--- src/rtl/can_txmb_pkg.sv ---
package can_txmb_pkg;
  localparam int unsigned CAN_ID_W = 11;

  typedef enum logic [1:0] {
    OUTC_NONE = 2'd0,
    OUTC_OK   = 2'd1,
    OUTC_FAIL = 2'd2
  } outcome_e;
endpackage

--- src/rtl/can_txmb_pick.sv ---
module can_txmb_pick #(
  parameter int unsigned N  = 3,
  parameter int unsigned KW = 11,
  localparam int unsigned IW = (N > 1) ? $clog2(N) : 1
) (
  input  logic [N-1:0]  cand_i,
  input  logic [KW-1:0] key_i [N],
  output logic          found_o,
  output logic [IW-1:0] idx_o
);
  logic [KW-1:0] best_key;

  // strict less-than keeps the lowest index on equal keys
  always_comb begin
    found_o  = 1'b0;
    idx_o    = '0;
    best_key = '0;
    for (int i = 0; i < int'(N); i++) begin
      if (cand_i[i] && (!found_o || (key_i[i] < best_key))) begin
        found_o  = 1'b1;
        idx_o    = IW'(i);
        best_key = key_i[i];
      end
    end
  end
endmodule

--- src/rtl/can_txmb_rank.sv ---
module can_txmb_rank #(
  parameter int unsigned N = 3,
  localparam int unsigned IW = (N > 1) ? $clog2(N) : 1,
  localparam int unsigned RW = (N > 1) ? $clog2(N) : 1,
  localparam int unsigned CW = $clog2(N + 1)
) (
  input  logic          clk,
  input  logic          rst_n,
  input  logic [N-1:0]  pend_i,
  input  logic [N-1:0]  arrive_i,
  input  logic          retire_en_i,
  input  logic [IW-1:0] retire_idx_i,
  output logic [RW-1:0] rank_o [N]
);
  logic [RW-1:0] rank_q [N];
  logic [RW-1:0] rank_d [N];
  logic [CW-1:0] keep_cnt;
  logic [RW-1:0] ret_rank;
  logic          upd_en;

  // number of mailboxes still waiting after this edge's retirement
  always_comb begin
    keep_cnt = '0;
    for (int i = 0; i < int'(N); i++) begin
      if (pend_i[i] && !(retire_en_i && (retire_idx_i == IW'(i))))
        keep_cnt = keep_cnt + CW'(1);
    end
  end

  always_comb begin
    ret_rank = '0;
    for (int i = 0; i < int'(N); i++)
      if (retire_idx_i == IW'(i)) ret_rank = rank_q[i];
  end

  assign upd_en = retire_en_i || (|arrive_i);

  always_comb begin
    for (int i = 0; i < int'(N); i++) begin
      rank_d[i] = rank_q[i];
      if (arrive_i[i])
        rank_d[i] = RW'(keep_cnt);
      else if (retire_en_i && pend_i[i] && (rank_q[i] > ret_rank))
        rank_d[i] = rank_q[i] - RW'(1);
    end
  end

  generate
    for (genvar g = 0; g < int'(N); g++) begin : g_rank
      always_ff @(posedge clk or negedge rst_n) begin
        if (!rst_n)      rank_q[g] <= '0;
        else if (upd_en) rank_q[g] <= rank_d[g];
      end
      assign rank_o[g] = rank_q[g];

      // a waiting mailbox never has more predecessors than other mailboxes exist
      p_rank_bound_r4: assert property (@(posedge clk) disable iff (!rst_n)
        pend_i[g] |-> (int'(rank_q[g]) < int'(N)));
    end
  endgenerate
endmodule

--- src/rtl/can_tx_mbox_sched.sv ---
module can_tx_mbox_sched #(
  parameter int unsigned NUM_MB = 3,
  localparam int unsigned IDW = can_txmb_pkg::CAN_ID_W,
  localparam int unsigned IW  = (NUM_MB > 1) ? $clog2(NUM_MB) : 1,
  localparam int unsigned RW  = (NUM_MB > 1) ? $clog2(NUM_MB) : 1
) (
  input  logic                  clk,
  input  logic                  rst_n,
  input  logic [NUM_MB-1:0]     req_i,
  input  logic [NUM_MB*IDW-1:0] id_i,
  input  logic                  order_mode_i,
  input  logic                  single_shot_i,
  input  logic                  tx_ok_i,
  input  logic                  tx_err_i,
  input  logic                  arb_lost_i,
  output logic                  sel_valid_o,
  output logic [IW-1:0]         sel_idx_o,
  output logic [NUM_MB-1:0]     pending_o,
  output logic [NUM_MB-1:0]     done_o,
  output logic [NUM_MB-1:0]     txok_o
);
  import can_txmb_pkg::*;

  logic [NUM_MB-1:0] pend_q, pend_d;
  logic [NUM_MB-1:0] done_q, done_d;
  logic [NUM_MB-1:0] ok_q, ok_d;
  logic [IDW-1:0]    id_q [NUM_MB];
  logic [NUM_MB-1:0] arrive;
  logic [RW-1:0]     rank [NUM_MB];
  logic [IDW-1:0]    key [NUM_MB];
  logic              sel_v_q, sel_v_d;
  logic [IW-1:0]     sel_idx_q, sel_idx_d;
  logic              pick_found;
  logic [IW-1:0]     pick_idx;
  outcome_e          outc;
  logic              retire_en;
  logic              retire_ok;

  // outcome decode: only meaningful while a mailbox is offered
  always_comb begin
    outc = OUTC_NONE;
    if (sel_v_q) begin
      if (tx_ok_i)                    outc = OUTC_OK;
      else if (tx_err_i || arb_lost_i) outc = OUTC_FAIL;
    end
  end

  assign retire_ok = (outc == OUTC_OK);
  assign retire_en = retire_ok || ((outc == OUTC_FAIL) && single_shot_i);
  assign arrive    = req_i & ~pend_q;

  // per-mailbox status next state
  always_comb begin
    pend_d = pend_q;
    done_d = done_q;
    ok_d   = ok_q;
    for (int i = 0; i < int'(NUM_MB); i++) begin
      if (arrive[i]) begin
        pend_d[i] = 1'b1;
        done_d[i] = 1'b0;
        ok_d[i]   = 1'b0;
      end else if (retire_en && (sel_idx_q == IW'(i))) begin
        pend_d[i] = 1'b0;
        done_d[i] = 1'b1;
        ok_d[i]   = retire_ok;
      end
    end
  end

  always_ff @(posedge clk or negedge rst_n) begin
    if (!rst_n) begin
      pend_q <= '0;
      done_q <= '0;
      ok_q   <= '0;
    end else begin
      pend_q <= pend_d;
      done_q <= done_d;
      ok_q   <= ok_d;
    end
  end

  generate
    for (genvar g = 0; g < int'(NUM_MB); g++) begin : g_mb
      always_ff @(posedge clk or negedge rst_n) begin
        if (!rst_n)         id_q[g] <= '0;
        else if (arrive[g]) id_q[g] <= id_i[g*IDW +: IDW];
      end

      assign key[g] = order_mode_i ? {{(IDW-RW){1'b0}}, rank[g]} : id_q[g];

      // a strobe on a waiting mailbox leaves its identifier alone
      p_req_ignored_r9: assert property (@(posedge clk) disable iff (!rst_n)
        (req_i[g] && pend_q[g]) |=> $stable(id_q[g]));

      // pending and completed are exclusive
      p_pend_done_excl_r2: assert property (@(posedge clk) disable iff (!rst_n)
        !(pending_o[g] && done_o[g]));
    end
  endgenerate

  can_txmb_rank #(.N(NUM_MB)) u_rank (
    .clk          (clk),
    .rst_n        (rst_n),
    .pend_i       (pend_q),
    .arrive_i     (arrive),
    .retire_en_i  (retire_en),
    .retire_idx_i (sel_idx_q),
    .rank_o       (rank)
  );

  can_txmb_pick #(.N(NUM_MB), .KW(IDW)) u_pick (
    .cand_i  (pend_q),
    .key_i   (key),
    .found_o (pick_found),
    .idx_o   (pick_idx)
  );

  // selection: chosen while idle, frozen until an outcome
  always_comb begin
    sel_v_d   = sel_v_q;
    sel_idx_d = sel_idx_q;
    if (sel_v_q) begin
      if (outc != OUTC_NONE) sel_v_d = 1'b0;
    end else if (pick_found) begin
      sel_v_d   = 1'b1;
      sel_idx_d = pick_idx;
    end
  end

  always_ff @(posedge clk or negedge rst_n) begin
    if (!rst_n) begin
      sel_v_q   <= 1'b0;
      sel_idx_q <= '0;
    end else begin
      sel_v_q   <= sel_v_d;
      sel_idx_q <= sel_idx_d;
    end
  end

  assign sel_valid_o = sel_v_q;
  assign sel_idx_o   = sel_idx_q;
  assign pending_o   = pend_q;
  assign done_o      = done_q;
  assign txok_o      = ok_q;

  // offer held while no outcome is reported
  p_sel_hold_r5: assert property (@(posedge clk) disable iff (!rst_n)
    (sel_valid_o && !tx_ok_i && !tx_err_i && !arb_lost_i) |=> (sel_valid_o && $stable(sel_idx_o)));

  // the offered mailbox is always a pending one
  p_sel_pending_r5: assert property (@(posedge clk) disable iff (!rst_n)
    sel_valid_o |-> pending_o[sel_idx_o]);

  // after an outcome the offer drops for one cycle
  p_sel_drop_r5: assert property (@(posedge clk) disable iff (!rst_n)
    (sel_valid_o && (tx_ok_i || tx_err_i || arb_lost_i)) |=> !sel_valid_o);

  // success retires with the OK flag
  p_ok_retire_r6: assert property (@(posedge clk) disable iff (!rst_n)
    (sel_valid_o && tx_ok_i) |=>
      (done_o[$past(sel_idx_o)] && txok_o[$past(sel_idx_o)] && !pending_o[$past(sel_idx_o)]));

  // failed attempt in retry mode keeps the mailbox
  p_retry_keep_r7: assert property (@(posedge clk) disable iff (!rst_n)
    (sel_valid_o && !tx_ok_i && (tx_err_i || arb_lost_i) && !single_shot_i) |=>
      pending_o[$past(sel_idx_o)]);

  // failed single-shot attempt retires without the OK flag
  p_single_retire_r8: assert property (@(posedge clk) disable iff (!rst_n)
    (sel_valid_o && !tx_ok_i && (tx_err_i || arb_lost_i) && single_shot_i) |=>
      (done_o[$past(sel_idx_o)] && !txok_o[$past(sel_idx_o)] && !pending_o[$past(sel_idx_o)]));

  // outcome strobes without an offer change no status
  p_idle_outcome_r10: assert property (@(posedge clk) disable iff (!rst_n)
    (!sel_valid_o && req_i == '0) |=> ($stable(done_o) && $stable(txok_o)));
endmodule

--- config.mk ---
export PLATFORM = sky130hd
export DESIGN_NAME = can_tx_mbox_sched
export DESIGN_NICKNAME = d
export VERILOG_FILES = /design/src/rtl/can_txmb_pkg.sv /design/src/rtl/can_txmb_pick.sv /design/src/rtl/can_txmb_rank.sv /design/src/rtl/can_tx_mbox_sched.sv
export SDC_FILE = /design/constraint.sdc
export NUM_CORES = 1
export LEC_CHECK = 0
export ABC_CLOCK_PERIOD_IN_PS = 5030
export CELL_PAD_IN_SITES_DETAIL_PLACEMENT = 0
export CELL_PAD_IN_SITES_GLOBAL_PLACEMENT = 1
export CORE_ASPECT_RATIO = 1.75
export CORE_MARGIN = 5
export CORE_UTILIZATION = 28
export DETAILED_ROUTE_END_ITERATION = 7
export PLACE_DENSITY_LB_ADDON = 0.1
export SLEW_MARGIN = 0
export SYNTH_ARGS = -nofsm -noshare
export SYNTH_HDL_FRONTEND = slang
export SYNTH_SLANG_ARGS = --single-unit
export TNS_END_PERCENT = 30
--- constraint.sdc ---
create_clock -name clk -period 5.03 [get_ports clk]
set_input_delay 1.006 -clock clk [delete_from_list [all_inputs] [get_ports clk]]
set_output_delay 1.006 -clock clk [all_outputs]
set_load 0.05 [all_outputs]
==> out/results.tsv, run 1 <==
stage	metric	value	unit
min_path	Hold Path Depth	1	
finish	share of layout cells above drive strength 1	21.5	%
pwr	LEAKAGE	1.77	nW
clocking	CTS Buffer Depth	2	
finish	commonest cells after routing, fill and taps aside	52 x clkdlybuf4s50_1, 51 x dfrtp_1, 37 x mux2_2	
logic_synthesis	number of synthesized flops with an enable pin	0	
flow_run	max cap viols	0	
clocking	Sink Count	51	
floorplan	Vert. Die Dim	152	microns
clocking	clock root cell	clkbuf_16	
sta	Least-Margin Pin Slew	0.664	ns
detailed_routing	drt drc	0	
logic_synthesis	Yosys Warn Count	0	
finish	Final #Nets	451	
floorplan	# IOs	55	
floorplan	Core ar.	11500	sq um
global_routing	first-pass GRT wire length	14600	microns
worst_setup_path	Worst EP required	5.25	ns
detailed_routing	First-pass DRT Iterations	4	
detailed_routing	Top Metal Used	met4	
finish	Final Instance Area	4220	sq um
pwr	Max IR drop VDD	269	uV
logic_synthesis	Syn Std Cell Area	3230	sq um
worst_setup_path	Startpoint Class	input pin	
floorplan	DIE WIDTH	91.1	microns
finish	Layout Cells excl Fill	516	
logic_synthesis	#FFs+latches synth	51	
worst_setup_path	Crit. End Element	flip-flop	
finish	fin util	36.8	%
logic_synthesis	syn avg cell area	10.3	sq um
worst_setup_path	Worst R2R Path Depth	19	
sta	Slew Limit Fails	0	
outcome	status	completed	
logic_synthesis	Yosys cell types	41	
logic_synthesis	async set or reset register ratio after synthesis	100	%
detailed_routing	Via density	5.01	
global_routing	largest net degree at the start of global routing	52	
detailed_routing	met3 wire length	255	microns
floorplan	Starting Density	28.2	%
worst_setup_path	FF-to-FF setup slack	1.07	ns
detailed_routing	wire per inst	17.4	microns
place	gpl congestion	0.822	
clocking	hold-fix buffers at CTS	0	
place	Cells after DPL	508	
pwr	Tot Pwr	2.93	mW
global_routing	GR Util All Layers	13.4	%
worst_setup_path	Setup Crit Path Kind	input pin to flip-flop	
global_routing	GRT overflow	0	
clocking	H-tree depth	2	
logic_synthesis	Post-Syn Nets	385	
worst_setup_path	critical path data arrival time	4.55	ns
sta	Fin Hold WS	0.499	ns
global_routing	initial antenna violation count	0	
sta	f_max	231	MHz
detailed_routing	DRT Wirelength	9000	microns
detailed_routing	First DRT Iteration DRCs	67	
sta	Fin Setup TNS	0	ns
finish	commonest non-fill, non-tap cell in the layout	clkdlybuf4s50_1	
detailed_routing	length of routed met2 wiring	5410	microns
global_routing	vias in the first global route	2832	
clocking	CTS tree	yes	
sta	worst setup margin	0.699	ns
detailed_routing	antenna-violating nets left	0	
clocking	clock slew at reported path FFs	0.07	ns
logic_synthesis	top_reg_cell synth	dfrtp_1	
place	# port buffers	54	
finish	Area Growth Syn to Fin	30.7	%
sta	final hold violation count	0	
worst_setup_path	top fanout value on the critical path	11	
finish	ant diodes	0	
detailed_routing	Vias	2586	
finish	fillcell total	1186	
sta	period utilization	86.1	%
clocking	Worst-Skew Late Latency	0.29	ns
place	Cell Area, Placed	4010	sq um
place	DPL Wire Length	7160	microns
pwr	P per Cell Area	695	nW/um^2
clocking	Inserted Clock Buffers	5	
logic_synthesis	Seq/Total Area, Yosys	39.6	%
min_path	worst hold path type	flip-flop to flip-flop	
sta	max_slew headroom	55.7	%
sta	final number of setup-violating endpoints	0	
place	pre-CTS WS	-0.0851	ns
sta	Max Clock Skew	0.00446	ns
sta	Final Critical Period	4.33	ns
sta	RSZ-0062 raised after global routing	no	
floorplan	Die ar.	13900	sq um
logic_synthesis	synthesized instance count	314	
detailed_routing	WL met1	2980	microns
floorplan	Rows	52	
==> critical path, stage by stage <==
cell            delay [ns]
dlymetal6s2s_1        0.16
buf_6                 0.16
buf_4                 0.15
nor2b_1               0.16
ha_1                  0.28
a21oi_2               0.18
nor3_2                0.07
a2111oi_4             0.35
o21ai_2               0.16
buf_4                 0.20
nor3b_2               0.17
a31oi_1               0.07
ha_1                  0.32
o211ai_1              0.18
nor2_1                0.08
a221oi_2              0.27
nand4_1               0.16
o31a_1                0.32
o21ai_1               0.11
==> routing by layer <==
layer	global-route usage [%]	vias to the layer above
met1	12.7	1260
met5	0	-
li1	-	1259
met4	6.57	0
met2	26.6	48
met3	1.98	19
==> synthesized netlist by cell type (3+ instances only) <==
cell type   n  area, sq um
mux2i_1     4         40.0
a21oi_1    15         75.1
inv_1      10         37.5
o211ai_1    4         30.0
nand2_1    23         86.3
a31oi_1    10         62.6
buf_6       3         33.8
mux2_2     37          417
and2b_1     3         22.5
dfrtp_1    51         1280
nor3_1      8         40.0
nand2b_1    4         25.0
ha_1       28          350
xor2_1      3         26.3
nor2_1     16         60.1
clkbuf_1   11         41.3
nand4_1     4         25.0
o21ai_0    13         65.1
nor2b_1    26          163
nor3b_1     9         67.6
a211oi_1    3         22.5
==> worst paths after layout <==
kind                                     startpoint                  endpoint
max                                    order_mode_i  sel_idx_o[1]$_DFFE_PN0P_
min                             id_q[6]$_DFFE_PN0P_       id_q[6]$_DFFE_PN0P_
max reg2reg                pending_o[0]$_DFFE_PN0P_  sel_idx_o[1]$_DFFE_PN0P_
min reg2reg                     id_q[6]$_DFFE_PN0P_       id_q[6]$_DFFE_PN0P_
max in group asynchronous                     rst_n      id_q[20]$_DFFE_PN0P_
min in group asynchronous                     rst_n     done_o[2]$_DFFE_PN0P_
==> kinds of logic after synthesis <==
family | Yosys count | synth area share, %
AOI/OAI and AO/OA | 63 | 13.3
muxes | 41 | 14.2
DFF | 51 | 39.6
buffers and inverters | 26 | 3.80
xor gates and xnor gates | 5 | 1.36
adders and majority gates | 28 | 10.9
and+or+nand+nor | 100 | 16.9
==> what timing repair did <==
item / in CTS / in global routing
endpoints found under the hold margin: 0 / 0
setup endpoints to repair: 0 / 2
gates resized for setup: 0 / 9
setup buffers: 0 / 0
==> flip-flops by register name, summed over array words and instances (netlist names) <==
name,flops
id_q,33
txok_o,3
pending_o,3
sel_idx_o,2
u_rank.rank_o,6
sel_valid_o,1
done_o,3
==> cell type report <==
cell class	count	area [sq um]	area share [%]
clock buffers	6	139	3.29
flip-flops and latches	51	1280	30.3
well taps	135	169	4.01
repair buffers	75	699	16.6
multi-input cells	237	1860	44.1
inverters	10	37.5	0.890
clock inverters	2	35.0	0.831
==> power breakdown <==
group,internal [mW],total [mW],switching (mW)
logic,0.806,1.69,0.886
registers,0.619,0.839,0.220
clock network,0.248,0.400,0.152
total,1.67,2.93,1.26
(Power assumes the default switching activity.)
==> inputs of run 2 (changes only) <==
--- a/config.mk
+++ b/config.mk
@@ -8,7 +8,6 @@
 export ABC_CLOCK_PERIOD_IN_PS = 5030
 export CELL_PAD_IN_SITES_DETAIL_PLACEMENT = 0
 export CELL_PAD_IN_SITES_GLOBAL_PLACEMENT = 1
-export CORE_ASPECT_RATIO = 1.75
 export CORE_MARGIN = 5
 export CORE_UTILIZATION = 28
 export DETAILED_ROUTE_END_ITERATION = 7
@@ -17,4 +16,4 @@
 export SYNTH_ARGS = -nofsm -noshare
 export SYNTH_HDL_FRONTEND = slang
 export SYNTH_SLANG_ARGS = --single-unit
-export TNS_END_PERCENT = 30
+export TNS_END_PERCENT = 100
==> run 2 against run 1 <==
  * Die area shrank 0.61%
  * Critical path depth grew 1
  * Highest routed layer unchanged
  * Largest power group unchanged
  * Maximum frequency is 10% lower
  * Routed wire length down 6.8%
  * Cell count grew 0.78%
  * Core utilization is 0.11 points lower
  * Largest cell class unchanged
==> out/results.tsv, run 2 (synthesized netlist as in run 1, its figures left out) <==
stage	metric	value	unit	change
clocking	Inserted Clock Buffers	5		unchanged
sta	Fin Setup TNS	0	ns	unchanged
global_routing	GRT overflow	0		unchanged
place	gpl congestion	0.788		was 0.822
sta	final number of setup-violating endpoints	0		unchanged
clocking	clock root cell	clkbuf_16		unchanged
global_routing	first-pass GRT wire length	13800	microns	was 14,600 microns
worst_setup_path	Setup Crit Path Kind	input pin to flip-flop		unchanged
detailed_routing	First-pass DRT Iterations	4		unchanged
clocking	CTS tree	yes		unchanged
sta	period utilization	95.9	%	was 86.1%
sta	RSZ-0062 raised after global routing	no		unchanged
floorplan	Die ar.	13800	sq um	was 13,900 sq um
floorplan	# IOs	55		unchanged
global_routing	vias in the first global route	2512		was 2,832
sta	Final Critical Period	4.83	ns	was 4.33 ns
place	# port buffers	54		unchanged
floorplan	DIE WIDTH	117	microns	was 91.1 microns
worst_setup_path	top fanout value on the critical path	17		was 11
pwr	LEAKAGE	1.73	nW	was 1.77 nW
detailed_routing	First DRT Iteration DRCs	108		was 67
finish	Final Instance Area	4170	sq um	was 4220 sq um
clocking	CTS Buffer Depth	2		unchanged
sta	Slew Limit Fails	0		unchanged
finish	ant diodes	0		unchanged
flow_run	max cap viols	0		unchanged
finish	commonest non-fill, non-tap cell in the layout	clkdlybuf4s50_1		unchanged
min_path	worst hold path type	flip-flop to flip-flop		unchanged
detailed_routing	DRT Wirelength	8380	microns	was 9000 microns
clocking	hold-fix buffers at CTS	0		unchanged
detailed_routing	antenna-violating nets left	0		unchanged
place	DPL Wire Length	6360	microns	was 7160 microns
pwr	P per Cell Area	685	nW/um^2	was 695 nW/um^2
finish	fillcell total	1175		was 1,186
worst_setup_path	Worst EP required	5.25	ns	about the same
global_routing	largest net degree at the start of global routing	52		unchanged
detailed_routing	Vias	2499		was 2,586
pwr	Max IR drop VDD	238	uV	was 269 uV
floorplan	Vert. Die Dim	117	microns	was 152 microns
finish	share of layout cells above drive strength 1	19.9	%	was 21.5%
detailed_routing	drt drc	0		unchanged
finish	Final #Nets	447		was 451
sta	Least-Margin Pin Slew	0.674	ns	was 0.664 ns
finish	fin util	36.7	%	was 36.8%
global_routing	GR Util All Layers	12.2	%	was 13.4%
clocking	Sink Count	51		unchanged
sta	max_slew headroom	55.0	%	was 55.7%
floorplan	Starting Density	28.4	%	was 28.2%
finish	Area Growth Syn to Fin	29.4	%	was 30.7%
finish	max reg flops	33		unchanged
place	Cell Area, Placed	3990	sq um	was 4010 sq um
sta	final hold violation count	0		unchanged
sta	f_max	207	MHz	was 231 MHz
clocking	Worst-Skew Late Latency	0.29	ns	about the same
floorplan	Rows	39		was 52
outcome	status	completed		unchanged
clocking	H-tree depth	2		unchanged
floorplan	Core ar.	11400	sq um	was 11,500 sq um
worst_setup_path	Startpoint Class	input pin		unchanged
worst_setup_path	Crit. End Element	flip-flop		unchanged
sta	Max Clock Skew	0.00603	ns	was 0.00446 ns
finish	commonest cells after routing, fill and taps aside	53 x clkdlybuf4s50_1, 51 x dfrtp_1, 37 x mux2_2		was 52 x clkdlybuf4s50_1, 51 x dfrtp_1, 37 x mux2_2
finish	most flop-heavy register	id_q		unchanged
clocking	clock slew at reported path FFs	0.07	ns	about the same
detailed_routing	wire per inst	16.1	microns	was 17.4 microns
worst_setup_path	critical path data arrival time	5.04	ns	was 4.55 ns
global_routing	initial antenna violation count	0		unchanged
detailed_routing	Via density	4.81		was 5.01
[run 2: worst max-delay path, cell delays in order]
cell and delay, ns:
clkdlybuf4s50_1 0.47, nor2_2 0.15, buf_4 0.15, nand2_1 0.06
ha_1 0.30, a21o_1 0.16, a21o_1 0.20, a2111oi_4 0.42
o21ai_2 0.10, buf_4 0.20, nor3b_1 0.20, a31oi_1 0.09
ha_1 0.31, nor3_1 0.19, nor2_1 0.09, a221oi_2 0.27
buf_4 0.16, nand4_1 0.11, o31a_1 0.31, o21ai_1 0.10
[run 2: final timing paths]
path / from / end / slack, ns / cells after the start
min reg2reg: id_q[7]$_DFFE_PN0P_ / id_q[7]$_DFFE_PN0P_ / 0.50 / 1
min in group asynchronous: rst_n / txok_o[2]$_DFFE_PN0P_ / 0.83 / 2
max: order_mode_i / sel_idx_o[1]$_DFFE_PN0P_ / 0.20 / 20
max reg2reg: pending_o[0]$_DFFE_PN0P_ / sel_idx_o[1]$_DFFE_PN0P_ / 0.98 / 20
max in group asynchronous: rst_n / id_q[20]$_DFFE_PN0P_ / 3.74 / 2
min: id_q[7]$_DFFE_PN0P_ / id_q[7]$_DFFE_PN0P_ / 0.50 / 1
[run 2: layout make-up]
cell class	instances	area, sq um	area share, %
flip-flops and latches	51	1280	30.6
multi-input cells	237	1840	44.2
clock inverters	3	43.8	1.05
inverters	10	37.5	0.900
repair buffers	71	667	16.0
clock buffers	5	125	3.00
well taps	143	179	4.29
[run 2: repair_timing]
| item | CTS | global route |
|---|---|---|
| setup endpoints to repair | 0 | 2 |
| setup buffers | 0 | 0 |
| gates resized for setup | 0 | 4 |
[run 2: report_power, final]
group | leakage [nW] | switching (mW) | internal [mW]
logic | 1.05 | 0.857 | 0.776
registers | 0.603 | 0.217 | 0.619
clock network | 0.0838 | 0.155 | 0.235
[run 2: metrics by stage]
step | worst slack [ns] | power (mW) | instances | hold WS, ns
CTS | 0.165 | 2.88 | 520 | 0.511
global placement | 0.00225 | 2.46 | 512 | 0.479
floorplan | 0.00296 | 1.98 | 314 | 0.473
detailed placement | -0.0708 | 2.47 | 512 | 0.488
global route | 0.0186 | 3.12 | 520 | 0.521
finish | 0.204 | 2.86 | 520 | 0.501
[run 2: per-layer routing]
metal,part of all wire (%),global-route usage (%),vias up
li1,-,-,1258
met1,53,19.1,1190
met2,42,17.3,49
met3,3.8,2.60,2
met4,0.43,1.96,0
met5,0,0,-
